### config.mk
export PLATFORM = sky130hd
export DESIGN_NAME = audio_clkgen
export DESIGN_NICKNAME = d
export VERILOG_FILES = /design/src/rtl/acg_pkg.sv /design/src/rtl/acg_mck_div.sv /design/src/rtl/acg_frame_timer.sv /design/src/rtl/acg_bit_phase.sv /design/src/rtl/audio_clkgen.sv
export SDC_FILE = /design/constraint.sdc
export NUM_CORES = 1
export LEC_CHECK = 0
export ABC_AREA = 1
export BUFFER_PORTS_ARGS = -buffer_cell sky130_fd_sc_hd__buf_2
export CAP_MARGIN = 20
export CELL_PAD_IN_SITES_DETAIL_PLACEMENT = 1
export CELL_PAD_IN_SITES_GLOBAL_PLACEMENT = 2
export CORE_AREA = 2 2 94 78
export DETAILED_ROUTE_END_ITERATION = 8
export DIE_AREA = 0 0 96 80
export PLACE_DENSITY_LB_ADDON = 0.15
export SLEW_MARGIN = 40
export SYNTH_ARGS = -nofsm -noshare
export SYNTH_HDL_FRONTEND = slang
export SYNTH_SLANG_ARGS = --single-unit
### constraint.sdc
create_clock -name clk -period 4.5 [get_ports clk]
set_clock_uncertainty 0.1 [all_clocks]
set_input_delay 0.225 -clock clk [delete_from_list [all_inputs] [get_ports clk]]
set_output_delay 0.225 -clock clk [all_outputs]
set_load 0.05 [all_outputs]
### src/rtl/acg_pkg.sv
// Shared types for the audio clock generator.
// Assumes: single clock domain, synchronous active-low reset.
package acg_pkg;
    typedef enum logic [0:0] {
        ACG_IDLE = 1'b0,
        ACG_RUN  = 1'b1
    } acg_state_e;
endpackage

### src/rtl/acg_mck_div.sv
// Master-clock divider: one-cycle strobe every (div+1) cycles while run is high.
// Assumes: div is held stable while run is high; the counter rests at 0 when idle.
module acg_mck_div #(
    parameter int DIV_W = 6
) (
    input  logic             clk,
    input  logic             rst_n,
    input  logic             run,
    input  logic [DIV_W-1:0] div,
    output logic             stb
);
    logic [DIV_W-1:0] cnt_q;

    // Terminal-count strobe
    always_comb stb = run && (cnt_q == div);

    // Count up while running, reload on terminal count, rest at zero when idle
    always_ff @(posedge clk) begin
        if (!rst_n || !run)     cnt_q <= '0;
        else if (cnt_q == div)  cnt_q <= '0;
        else                    cnt_q <= cnt_q + 1'b1;
    end


    mck_cnt_range_chk: assert property (@(posedge clk) disable iff (!rst_n)
        run |-> (cnt_q <= div));
endmodule

### src/rtl/acg_frame_timer.sv
// Frame timer: a (div+1)-cycle prescaler drives a 2**SLOT_W tick counter.
// The top tick bit is the word select; the frame starts at tick 0, prescale 0.
// Assumes: div is held stable while run is high.
module acg_frame_timer #(
    parameter int DIV_W  = 6,
    parameter int SLOT_W = 5
) (
    input  logic             clk,
    input  logic             rst_n,
    input  logic             run,
    input  logic [DIV_W-1:0] div,
    output logic             first,
    output logic             last,
    output logic             ws
);
    logic [DIV_W-1:0]  sub_q;
    logic [SLOT_W-1:0] tick_q;

    // Frame position decode, gated by run
    always_comb begin
        first = run && (sub_q == '0)  && (tick_q == '0);
        last  = run && (sub_q == div) && (tick_q == '1);
        ws    = run && tick_q[SLOT_W-1];
    end

    // Prescaler and tick counter, both wrap, cleared while idle
    always_ff @(posedge clk) begin
        if (!rst_n || !run) begin
            sub_q  <= '0;
            tick_q <= '0;
        end else if (sub_q == div) begin
            sub_q  <= '0;
            tick_q <= tick_q + 1'b1;
        end else begin
            sub_q  <= sub_q + 1'b1;
        end
    end


    tick_hold_chk: assert property (@(posedge clk) disable iff (!rst_n)
        (run && (sub_q != div)) |=> (tick_q == $past(tick_q)));

    sub_range_chk: assert property (@(posedge clk) disable iff (!rst_n)
        run |-> (sub_q <= div));
endmodule

### src/rtl/acg_bit_phase.sv
// Bit-strobe generator: a phase accumulator adds STEP each cycle and wraps at (div+1).
// Each wrap is one bit strobe, which gives STEP strobes per (div+1) cycles.
// Assumes: div is stable while run is high. If div+1 < STEP, it saturates to one strobe per cycle.
module acg_bit_phase #(
    parameter int DIV_W = 6,
    parameter int STEP  = 2
) (
    input  logic             clk,
    input  logic             rst_n,
    input  logic             run,
    input  logic [DIV_W-1:0] div,
    output logic             stb
);
    localparam int ACC_W = DIV_W + 2;

    logic [ACC_W-1:0] acc_q, sum, modulus, acc_d;
    logic             sat, hit;

    // Next phase and wrap detection
    always_comb begin
        modulus = ACC_W'(div) + ACC_W'(1);
        sum     = acc_q + ACC_W'(STEP);
        sat     = modulus < ACC_W'(STEP);
        hit     = sat || (sum >= modulus);
        acc_d   = sat ? '0 : (hit ? sum - modulus : sum);
        stb     = run && hit;
    end

    // Phase register, cleared while idle
    always_ff @(posedge clk) begin
        if (!rst_n || !run) acc_q <= '0;
        else                acc_q <= acc_d;
    end


    acc_range_chk: assert property (@(posedge clk) disable iff (!rst_n)
        run |-> (acc_q < modulus));
endmodule

### src/rtl/audio_clkgen.sv
// Audio master clock and frame timing generator, top level.
// Captures the divider fields on start, runs three timing units, and stops only on a frame boundary.
// Assumes: start/stop are single-cycle commands in the clk domain.
module audio_clkgen #(
    parameter int DIV_W    = 6,
    parameter int SLOT_W   = 5,
    parameter int BIT_STEP = 2
) (
    input  logic             clk,
    input  logic             rst_n,
    input  logic             start_cmd,
    input  logic             stop_cmd,
    input  logic [DIV_W-1:0] mck_div_cfg,
    input  logic [DIV_W-1:0] fs_div_cfg,
    input  logic             mck_en_cfg,
    output logic             running,
    output logic             mck_stb,
    output logic             bclk_stb,
    output logic             ws,
    output logic             frame_stb
);
    import acg_pkg::*;

    acg_state_e       state_q;
    logic             stop_pend_q;
    logic [DIV_W-1:0] mck_div_q, fs_div_q;
    logic             mck_en_q;
    logic             frame_last;
    logic             mck_raw;

    always_comb running = (state_q == ACG_RUN);

    // Run control: start while idle, stop deferred to the last cycle of a frame
    always_ff @(posedge clk) begin
        if (!rst_n) begin
            state_q     <= ACG_IDLE;
            stop_pend_q <= 1'b0;
            mck_div_q   <= '0;
            fs_div_q    <= '0;
            mck_en_q    <= 1'b0;
        end else if (state_q == ACG_IDLE) begin
            stop_pend_q <= 1'b0;
            if (start_cmd) begin
                state_q   <= ACG_RUN;
                mck_div_q <= mck_div_cfg;
                fs_div_q  <= fs_div_cfg;
                mck_en_q  <= mck_en_cfg;
            end
        end else if (frame_last && (stop_pend_q || stop_cmd)) begin
            state_q     <= ACG_IDLE;
            stop_pend_q <= 1'b0;
        end else if (stop_cmd) begin
            stop_pend_q <= 1'b1;
        end
    end

    acg_mck_div #(.DIV_W(DIV_W)) u_mck (
        .clk(clk), .rst_n(rst_n), .run(running), .div(mck_div_q), .stb(mck_raw)
    );

    acg_frame_timer #(.DIV_W(DIV_W), .SLOT_W(SLOT_W)) u_frame (
        .clk(clk), .rst_n(rst_n), .run(running), .div(fs_div_q),
        .first(frame_stb), .last(frame_last), .ws(ws)
    );

    acg_bit_phase #(.DIV_W(DIV_W), .STEP(BIT_STEP)) u_bit (
        .clk(clk), .rst_n(rst_n), .run(running), .div(fs_div_q), .stb(bclk_stb)
    );

    // Mode gate on the master strobe
    always_comb mck_stb = mck_raw && mck_en_q;


    start_frame_chk: assert property (@(posedge clk) disable iff (!rst_n)
        (start_cmd && !running) |=> (running && frame_stb));

    stop_at_end_chk: assert property (@(posedge clk) disable iff (!rst_n)
        (running && frame_last && (stop_cmd || stop_pend_q)) |=> !running);

    no_early_stop_chk: assert property (@(posedge clk) disable iff (!rst_n)
        (running && !frame_last) |=> running);

    idle_stop_chk: assert property (@(posedge clk) disable iff (!rst_n)
        (!running && !start_cmd) |=> !running);

    idle_quiet_chk: assert property (@(posedge clk) disable iff (!rst_n)
        !running |-> !(mck_stb || bclk_stb || ws || frame_stb));
endmodule

## After elaboration in Yosys (flattened, before gate mapping)

Index checks and enable logic that the tools add are counted.

| storage, ports and cells | value |
|---|---|
| word-level logic and storage cells | 47 |
| flip-flop bits (word level) | 40 |
| output and inout bits | 5 |
| bits of input ports | 17 |

| operators by class | value |
|---|---|
| add/subtract/negate cells | 6 |
| reduce and logical (&&, ||, !) cells | 21 |
| order comparisons | 2 |
| bitwise operators | 2 |
| equality and inequality tests | 3 |
| mux-type cells | 4 |

Operator list:

| kind | count |
|---|---|
| 6-bit by 1-bit adder with 6-bit output, second input constant | 2 |
| 6-bit == test | 2 |
| 1-bit logical AND | 9 |
| 8-bit by 2-bit adder with 8-bit output, second input constant | 1 |
| 8-bit >= comparator | 1 |
| 8-bit by 2-bit less-than comparator with 1-bit output, second input constant | 1 |
| 8-bit two-way mux | 1 |
| 8-bit subtractor | 1 |
| 6-bit by 1-bit adder with 7-bit output, second input constant | 1 |
| 6-bit zero test | 1 |
| 2-bit OR reduction | 3 |
| 5-bit by 1-bit adder with 5-bit output, second input constant | 1 |
| 5-bit == test, second input constant | 1 |
| 5-bit zero test | 1 |
| 1-bit logical OR | 3 |
| 1-bit two-way mux | 3 |
| 3-bit OR reduction | 1 |
| 1-bit zero test | 2 |
| 1-bit NOT | 2 |
| 2-bit AND reduction | 1 |

## Longest topological paths before layout

Gate-level depths: netlist of the first run.

| depth | value |
|---|---|
| depth in word-level cells | 6 |
| depth in mapped cells | 16 |

## Modules after synthesis

A second synthesis of the first run with hierarchy kept.

| unflattened totals | value |
|---|---|
| cells, all modules | 419 |
| area, all modules | 2656.3 um^2 |

By module, submodules not included:

| module | cells an instance | area an instance (um^2) | seq. area each (um^2) | times used |
|---|---|---|---|---|
| acg_bit_phase | 144 | 907.1 | 160.2 | 1 |
| acg_frame_timer | 116 | 737.0 | 220.2 | 1 |
| audio_clkgen | 97 | 645.6 | 300.3 | 1 |
| acg_mck_div | 62 | 366.6 | 120.1 | 1 |

## Worst setup path before layout of the first run

OpenSTA, ideal clock, no wires.

| timing | value |
|---|---|
| kind | register -> output |
| from | register state_q (netlist: running) |
| to | output frame_stb |
| stages on the path, launching flop included | 3 |
| arrival time | 2.347 ns |
| slack | 1.828 ns |
| buffers on the path | 0 |
| cells stage by stage | dfxtp_1 > nand4_1 > nor4_1 |

| on the way | value |
|---|---|
| longest elaborated chain between the ends | 2 |

Ends and longest elaborated chain:

| element | line | text |
|---|---|---|
| start, declared | audio_clkgen.sv:24 | `acg_state_e state_q;` |
| start signal, assigned | audio_clkgen.sv:36 | `state_q <= ACG_IDLE;` |
| start signal, assigned | audio_clkgen.sv:44 | `state_q <= ACG_RUN;` |
| start signal, assigned | audio_clkgen.sv:50 | `state_q <= ACG_IDLE;` |
| 1-bit logical AND (2 in series) | acg_frame_timer.sv:21 | `first = run && (sub_q == '0) && (tick_q == '0);` |
| end, declared | audio_clkgen.sv:20 | `output logic frame_stb` |

Every way passes these cells.

## Worst setup path in the final report of the first run

| timing | value |
|---|---|
| from | register u_bit.acc_q[1] |
| to | output bclk_stb |

| on the way | value |
|---|---|
| longest elaborated chain between the ends | 4 |

Ends and longest elaborated chain:

| element | line | text |
|---|---|---|
| start, declared | acg_bit_phase.sv:16 | `logic [ACC_W-1:0] acc_q, sum, modulus, acc_d;` |
| start signal, assigned | acg_bit_phase.sv:31 | `if (!rst_n \|\| !run) acc_q <= '0;` |
| start signal, assigned | acg_bit_phase.sv:32 | `else acc_q <= acc_d;` |
| 8-bit by 2-bit adder with 8-bit output | acg_bit_phase.sv:22 | `sum = acc_q + ACC_W'(STEP);` |
| 8-bit >= comparator | acg_bit_phase.sv:24 | `hit = sat \|\| (sum >= modulus);` |
| 1-bit logical OR | acg_bit_phase.sv:24 |  |
| 1-bit logical AND | acg_bit_phase.sv:26 | `stb = run && hit;` |
| end, declared | audio_clkgen.sv:18 | `output logic bclk_stb,` |

Every way passes these cells.

==> impl_metrics.ini, run 1 <==
[status]
status = completed

[drt]
antenna_left = 0
drt_iter0_markers = 62
wirelength_um = 5850
wl_per_cell_um = 12.9
routed-via-count = 2129
viasPerCell = 4.71
drt_first_pass_iters = 6
post-route-drc-count = 0

[clock_tree]
cts_hold_buffers = 0
post_cts_buffers = 0
clk-insertion-delay-late_ns = 0.29
postCtsResizedCells = 0
cts_buffers = 5
numClockSinks = 40
cts_tree = built
cts-root-buf = clkbuf_8
htree_levels = 2
cts_buffer_depth = 2
path_clk_slew_ns = 0.08

[setup_path]
worstPathMaxFanout = 12
ff2ff_setup_slack_ns = 1.95
cp_slowest_stage_delay_ns = 0.42
worstSetupPathType = reg2out
cp_slowest_cell = dfxtp_1
crit_path_cell_trace = ha_1 > nand3_2 > xor2_1 > inv_1 > ha_1 > a21oi_1 > nor2_1 > nor2_2 > nand2_2 > inv_1 > nor2_1 > buf_2
critPathRequiredTime_ns = 4.18
end_kind = output port
critPathLaunchType = flop
critPathArrivalTime_ns = 2.73

[synthesis]
yosys.area.top_type_share_pct = 34.0
synth-seq-cells = 40
syn-cell-area_um2 = 2360
synthXorXnorAreaFrac_pct = 6.31
synth_nets = 376
synthFlopType = dfxtp_1
synth_fa_ha_area_share_pct = 8.81
synth_area_leaders = dfxtp_1, nor2_1, nand2_1, ha_1, inv_1
synth_edf_count = 0
synth_top_family_by_area = simple AND/OR/NAND/NOR gates
synthArstFlopShare_pct = 0
synth_cell_types = 29
synthMuxAreaShare_pct = 0
synth_compound_area_share_pct = 9.18
yosysWarnings = 0
post-synth-top-area-cell = dfxtp_1
syn_inst = 343
yosysSeqAreaShare_pct = 34.0
avgSynthCellArea_um2 = 6.88
yosys.area_share.simple_pct = 32.3

[power]
vdd_drop_max_mv = 0.116
p_leak_nw = 1.22
p_per_area_nw_per_um2 = 391

[global_route]
grt_max_degree = 21
antenna_found_initial = 0
grt_pass1_wl_um = 9960
grtUsageMet3_pct = 3.78
grt_pass1_vias = 2081
overflow = 0
grtUsageTotal_pct = 16.8
top_usage_layer = met1
use_met2_pct = 24.9
use_met1_pct = 25.1

[timing]
setup_viol = 0
period_needed_ns = 3.05
maxSlewHeadroom_pct = 61.2
grt_setup_unrepaired = no
slew_viol_final = 0
fin_hold_ws_ns = 0.0743
period_share_pct = 67.8
timing.setup.tns_ns = 0
worst_pin_slew_ns = 0.581
max_freq_ghz = 0.328
finalHoldViolCount = 0

[floorplan]
rows = 27
die-area_um2 = 7680
pin_count = 22
dieHeight_um = 80
core-area_um2 = 6720
initial_utilization_pct = 35.1
fp.dieW_um = 96

[finish]
final.fill_count = 880
nNetsFinal = 398
area_delta_synth_final_pct = 10.9
fin_util_pct = 38.9
drive_above_1_share_pct = 11.2
num_antenna_cells = 0

[job]
maxCapViolCount = 0

[placed_design]
port_buffers = 21
gp_congestion = 0.848
hpwl_um = 4760

[hold_path]
hp-class = in2reg
## synthesized netlist by cell type (2+ instances only)
library cell and instances:
nor2_1 73, nand3_1 19, o21ai_0 21, nand3b_1 3, nand4_1 7, a21oi_1 15, buf_6 2, nor3_1 4
nor4_1 3, ha_1 15, dfxtp_1 40, nand2_1 51, nor2_2 3, o21ai_1 4, nand3_2 2, nand2_2 4
or2_2 2, clkbuf_1 2, inv_1 48, xor2_1 13, xnor2_1 4
## worst max-delay path: cells and delay by family (launching register included)
family	cells	cell delay, ns
flops	1	0.42
xor+xnor	1	0.16
buf+inv	3	0.48
fa+ha+maj	2	0.58
compound gates	1	0.26
simple gates	5	0.52
## metal layers
layer	vias to the layer above	share of wire, %
li1	1133	-
met5	-	0
met1	967	56
met4	0	0.32
met3	2	3.2
met2	27	40
## cell type report
class | count | area [um^2] | share of cell area (%)
repair buffers | 21 | 105 | 4.02
clock inverters | 2 | 12.5 | 0.478
inverters | 49 | 184 | 7.03
flip-flops and latches | 40 | 801 | 30.6
multi-input cells | 248 | 1340 | 51.1
clock buffers | 5 | 68.8 | 2.63
well taps | 87 | 109 | 4.16
## final timing paths
check	from	to	depth (start not counted)
min	stop_cmd	stop_pend_q$_SDFFE_PP0P_	3
min reg2reg	u_frame.sub_q[0]$_SDFF_PP0_	u_frame.sub_q[0]$_SDFF_PP0_	1
max reg2reg	fs_div_q[0]$_SDFFE_PN0P_	u_bit.acc_q[5]$_SDFF_PP0_	14
max	u_bit.acc_q[1]$_SDFF_PP0_	bclk_stb	12
## metrics by stage
step                      area, um^2  power (mW)  setup slack, ns  std cells
after floorplan                 2360       0.715             1.83        343
after global placement          2530       0.795             1.82        445
after detailed placement        2530       0.799             1.77        445
after CTS                       2620        1.03             1.43        452
after global routing            2620        1.12             1.15        452
final                           2620        1.02             1.45        452
## cell usage in the layout (no fill, tap or decap), drive strengths merged, types with 2 or more instances in the layout
cell type  count
nor2          76
nand2         55
inv           49
dfxtp         40
o21ai         25
buf           21
nand3         21
a21oi         15
ha            15
xor2          13
nand4          7
clkbuf         5
xnor2          4
nor3           4
nor4           4
nand3b         3
or2            2
## power breakdown
group,internal [mW],total (mW),switching (mW)
registers,0.380,0.407,0.0271
clock network,0.105,0.232,0.127
logic,0.126,0.384,0.257
## registers in the layout, summed over array words and instances, names as in the netlist, 5 cells and up
register and flops:
u_frame.tick_q 5, fs_div_q 6, u_bit.acc_q 8, u_frame.sub_q 6, mck_div_q 6, u_mck.cnt_q 6
## logic make-up after synthesis
| logic type | Yosys count |
|---|---|
| AOI/OAI and AO/OA | 42 |
| xor gates and xnor gates | 17 |
| adders and majority gates | 16 |
| buffers and inverters | 55 |
| DFF | 40 |
| and+or+nand+nor | 173 |
(Power assumes the default switching activity.)
==> run 2, diff against run 1 <==
- ABC_AREA: 1 -> 0
- CORE_AREA: 2 2 94 78 -> 2 2 100 82
- DIE_AREA: 0 0 96 80 -> 0 0 102 84
- clock period: 4.5 -> 2.45 ns (I/O delays scaled with it)
==> run 2 against run 1 <==
Compared with the run above:
- the flow now finishes with violations (setup timing)
- first-iteration DRC count shrank 47%
- combinational power grew 65%
- wire length grew 13%
- sequential power grew 73%
- global-route usage shrank 0.082 points
- synthesized area is essentially flat
- power grew 88%
- utilization grew 3.6 points
- clock power grew to 2.5 times the previous value
- worst setup slack lost 1.7 ns
- flip-flop and latch count is the same
- critical path depth shrank 1
- critical endpoint unchanged
==> impl_metrics.ini, run 2 <==
[synthesis]
synth_top_family_by_area = simple AND/OR/NAND/NOR gates
synth-seq-cells = 40
synth_cell_types = 49
yosysSeqAreaShare_pct = 33.9
synthFlopType = dfxtp_1
synthMostInstantiatedCell = dfxtp_1
synthXorXnorAreaFrac_pct = 13.3
synth_nets = 310
synthArstFlopShare_pct = 0
yosys.area_share.simple_pct = 23.3
yosysWarnings = 0
synth_area_leaders = dfxtp_1, ha_1, xnor2_1, nand2_1, xor2_1
synthMuxAreaShare_pct = 0.848
syn-cell-area_um2 = 2360
synth_compound_area_share_pct = 14.9
synth_commonest_cells = dfxtp_1, nand2_1, nor2_1
syn_inst = 277
avgSynthCellArea_um2 = 8.52
post-synth-top-area-cell = dfxtp_1
yosys.area.top_type_share_pct = 33.9
synth_edf_count = 0
synth_fa_ha_area_share_pct = 8.80

[timing]
maxSlewHeadroom_pct = 64.2
period_share_pct = 111
worst_pin_slew_ns = 0.537
setup_viol = 9
finalHoldViolCount = 0
max_freq_ghz = 0.367
timing.setup.tns_ns = -1.85
worst_slack_ns = -0.274
grt_setup_unrepaired = yes
slew_viol_final = 0
period_needed_ns = 2.72

[job]
maxCapViolCount = 0

[finish]
final_common_cell = buf_4
design_area_um2 = 3270
largest_reg_flops = 8
area_delta_synth_final_pct = 38.6
mostFrequentLayoutCells = buf_4, nand2_1, dfxtp_1
num_antenna_cells = 0
drive_above_1_share_pct = 30.5
top_register = u_bit.acc_q
nNetsFinal = 386

[clock_tree]
cts_buffer_depth = 2
clk-insertion-delay-late_ns = 0.31
numClockSinks = 40
htree_levels = 2
cts-root-buf = clkbuf_8
path_clk_slew_ns = 0.09
cts_buffers = 5
cts_tree = built

[floorplan]
die-area_um2 = 8570
rows = 29
fp.dieW_um = 102
core-area_um2 = 7690
dieHeight_um = 84
initial_utilization_pct = 30.7
pin_count = 22

[drt]
drt_first_pass_iters = 4
routed-via-count = 2131
post-route-drc-count = 0
antenna_left = 0
viasPerCell = 4.61
wl_per_cell_um = 14.2
drt_iter0_markers = 33
wirelength_um = 6580

[global_route]
antenna_found_initial = 0
grt_max_degree = 18
grtUsageTotal_pct = 16.7
grt_pass1_wl_um = 11100
overflow = 0
grt_pass1_vias = 2233

[placed_design]
hpwl_um = 4890
port_buffers = 21
gp_congestion = 0.811
place_area_um2 = 2830

[setup_path]
worstPathMaxFanout = 5
worstSetupPathType = reg2out
end_kind = output port
critPathLaunchType = flop
critPathRequiredTime_ns = 2.23
critPathArrivalTime_ns = 2.50
ff2ff_setup_slack_ns = -0.24

[hold_path]
hp-class = in2reg

[power]
p_leak_nw = 1.40
vdd_drop_max_mv = 0.255
p_per_area_nw_per_um2 = 587

[status]
status = finished, violations left
violations = setup timing
==> run 2: cell types whose count changed after synthesis, sizes merged, moves of 5 or more <==
cell	change
xnor2	+15
and3	+8
nor2	-50
nor2b	+6
a21boi	+13
inv	-34
nand4	-5
o21ai	-21
nand3	-6
nand2	-17
==> run 2: final timing paths <==
kind                                  to                         from  cells past startpoint
max                             bclk_stb     fs_div_q[1]$_SDFFE_PN0P_                     11
min            mck_div_q[3]$_SDFFE_PN0P_               mck_div_cfg[3]                      3
max reg2reg    u_bit.acc_q[2]$_SDFF_PP0_     fs_div_q[1]$_SDFFE_PN0P_                     13
min reg2reg  u_bit.acc_q[0]$_SDFFE_PP0P_  u_bit.acc_q[0]$_SDFFE_PP0P_                      2
==> run 2: metrics by stage <==
stage	util (%)	total power [mW]	worst slack [ns]	hold WS, ns	instances
finish	42.5	1.92	-0.274	0.0201	462
global route	42.5	2.03	-0.389	0.0383	462
CTS	41.6	1.90	-0.222	0.0131	458
detailed placement	36.8	1.23	-0.189	0.284	430
global placement	36.8	1.23	-0.147	0.277	430
floorplan	-	1.06	-0.0803	0.160	277
==> run 2: critical path: stages (launching register included) <==
cell and delay [ns]:
dfxtp_4 0.39, and4_4 0.23, nand2_2 0.06, xor2_1 0.15, ha_1 0.32, a21o_1 0.18
a22oi_2 0.17, o21ai_2 0.09, a211oi_2 0.25, buf_4 0.17, nor2b_2 0.04, buf_6 0.15
==> run 2: metal layers <==
layer,up-vias,GRT usage (%),wire [um]
met2,22,26.3,2990
met3,5,3.18,156
li1,1095,-,-
met5,-,0,0
met4,0,5.21,77
met1,1009,22.9,3360
==> run 2: cells by family (layout without fill, tap and decap cells) <==
family,after synthesis,in the layout
buffers and inverters,24,101
AOI/OAI and AO/OA,49,49
muxes,2,2
adders and majority gates,16,16
and+or+nand+nor,111,111
DFF,40,40
xor gates and xnor gates,35,35
==> run 2: power by group <==
group / leakage (nW) / internal (mW) / total [mW] / switching, mW
sequential: 0.330 / 0.676 / 0.705 / 0.0286
clock: 0.0583 / 0.307 / 0.581 / 0.273
combinational: 1.01 / 0.318 / 0.634 / 0.316
total: 1.40 / 1.30 / 1.92 / 0.618
==> run 2: area by class of cell <==
class	instances	area, um^2
clock buffers	5	68.8
clock inverters	3	47.5
fillers	947	4420
inverters	15	56.3
multi-input cells	213	1570
flip-flops and latches	40	820
well taps	108	135
repair buffers	78	577
==> run 2: repair_timing <==
| item | in CTS | in global routing |
|---|---|---|
| endpoints found under the setup margin | 9 | 9 |
| hold buffers | 12 | 0 |
| hold endpoints to repair | 12 | 0 |
| resized for setup | 20 | 6 |
| gates cloned | 1 | 0 |
| pin swaps | 7 | 8 |
| buffers inserted | 7 | 6 |
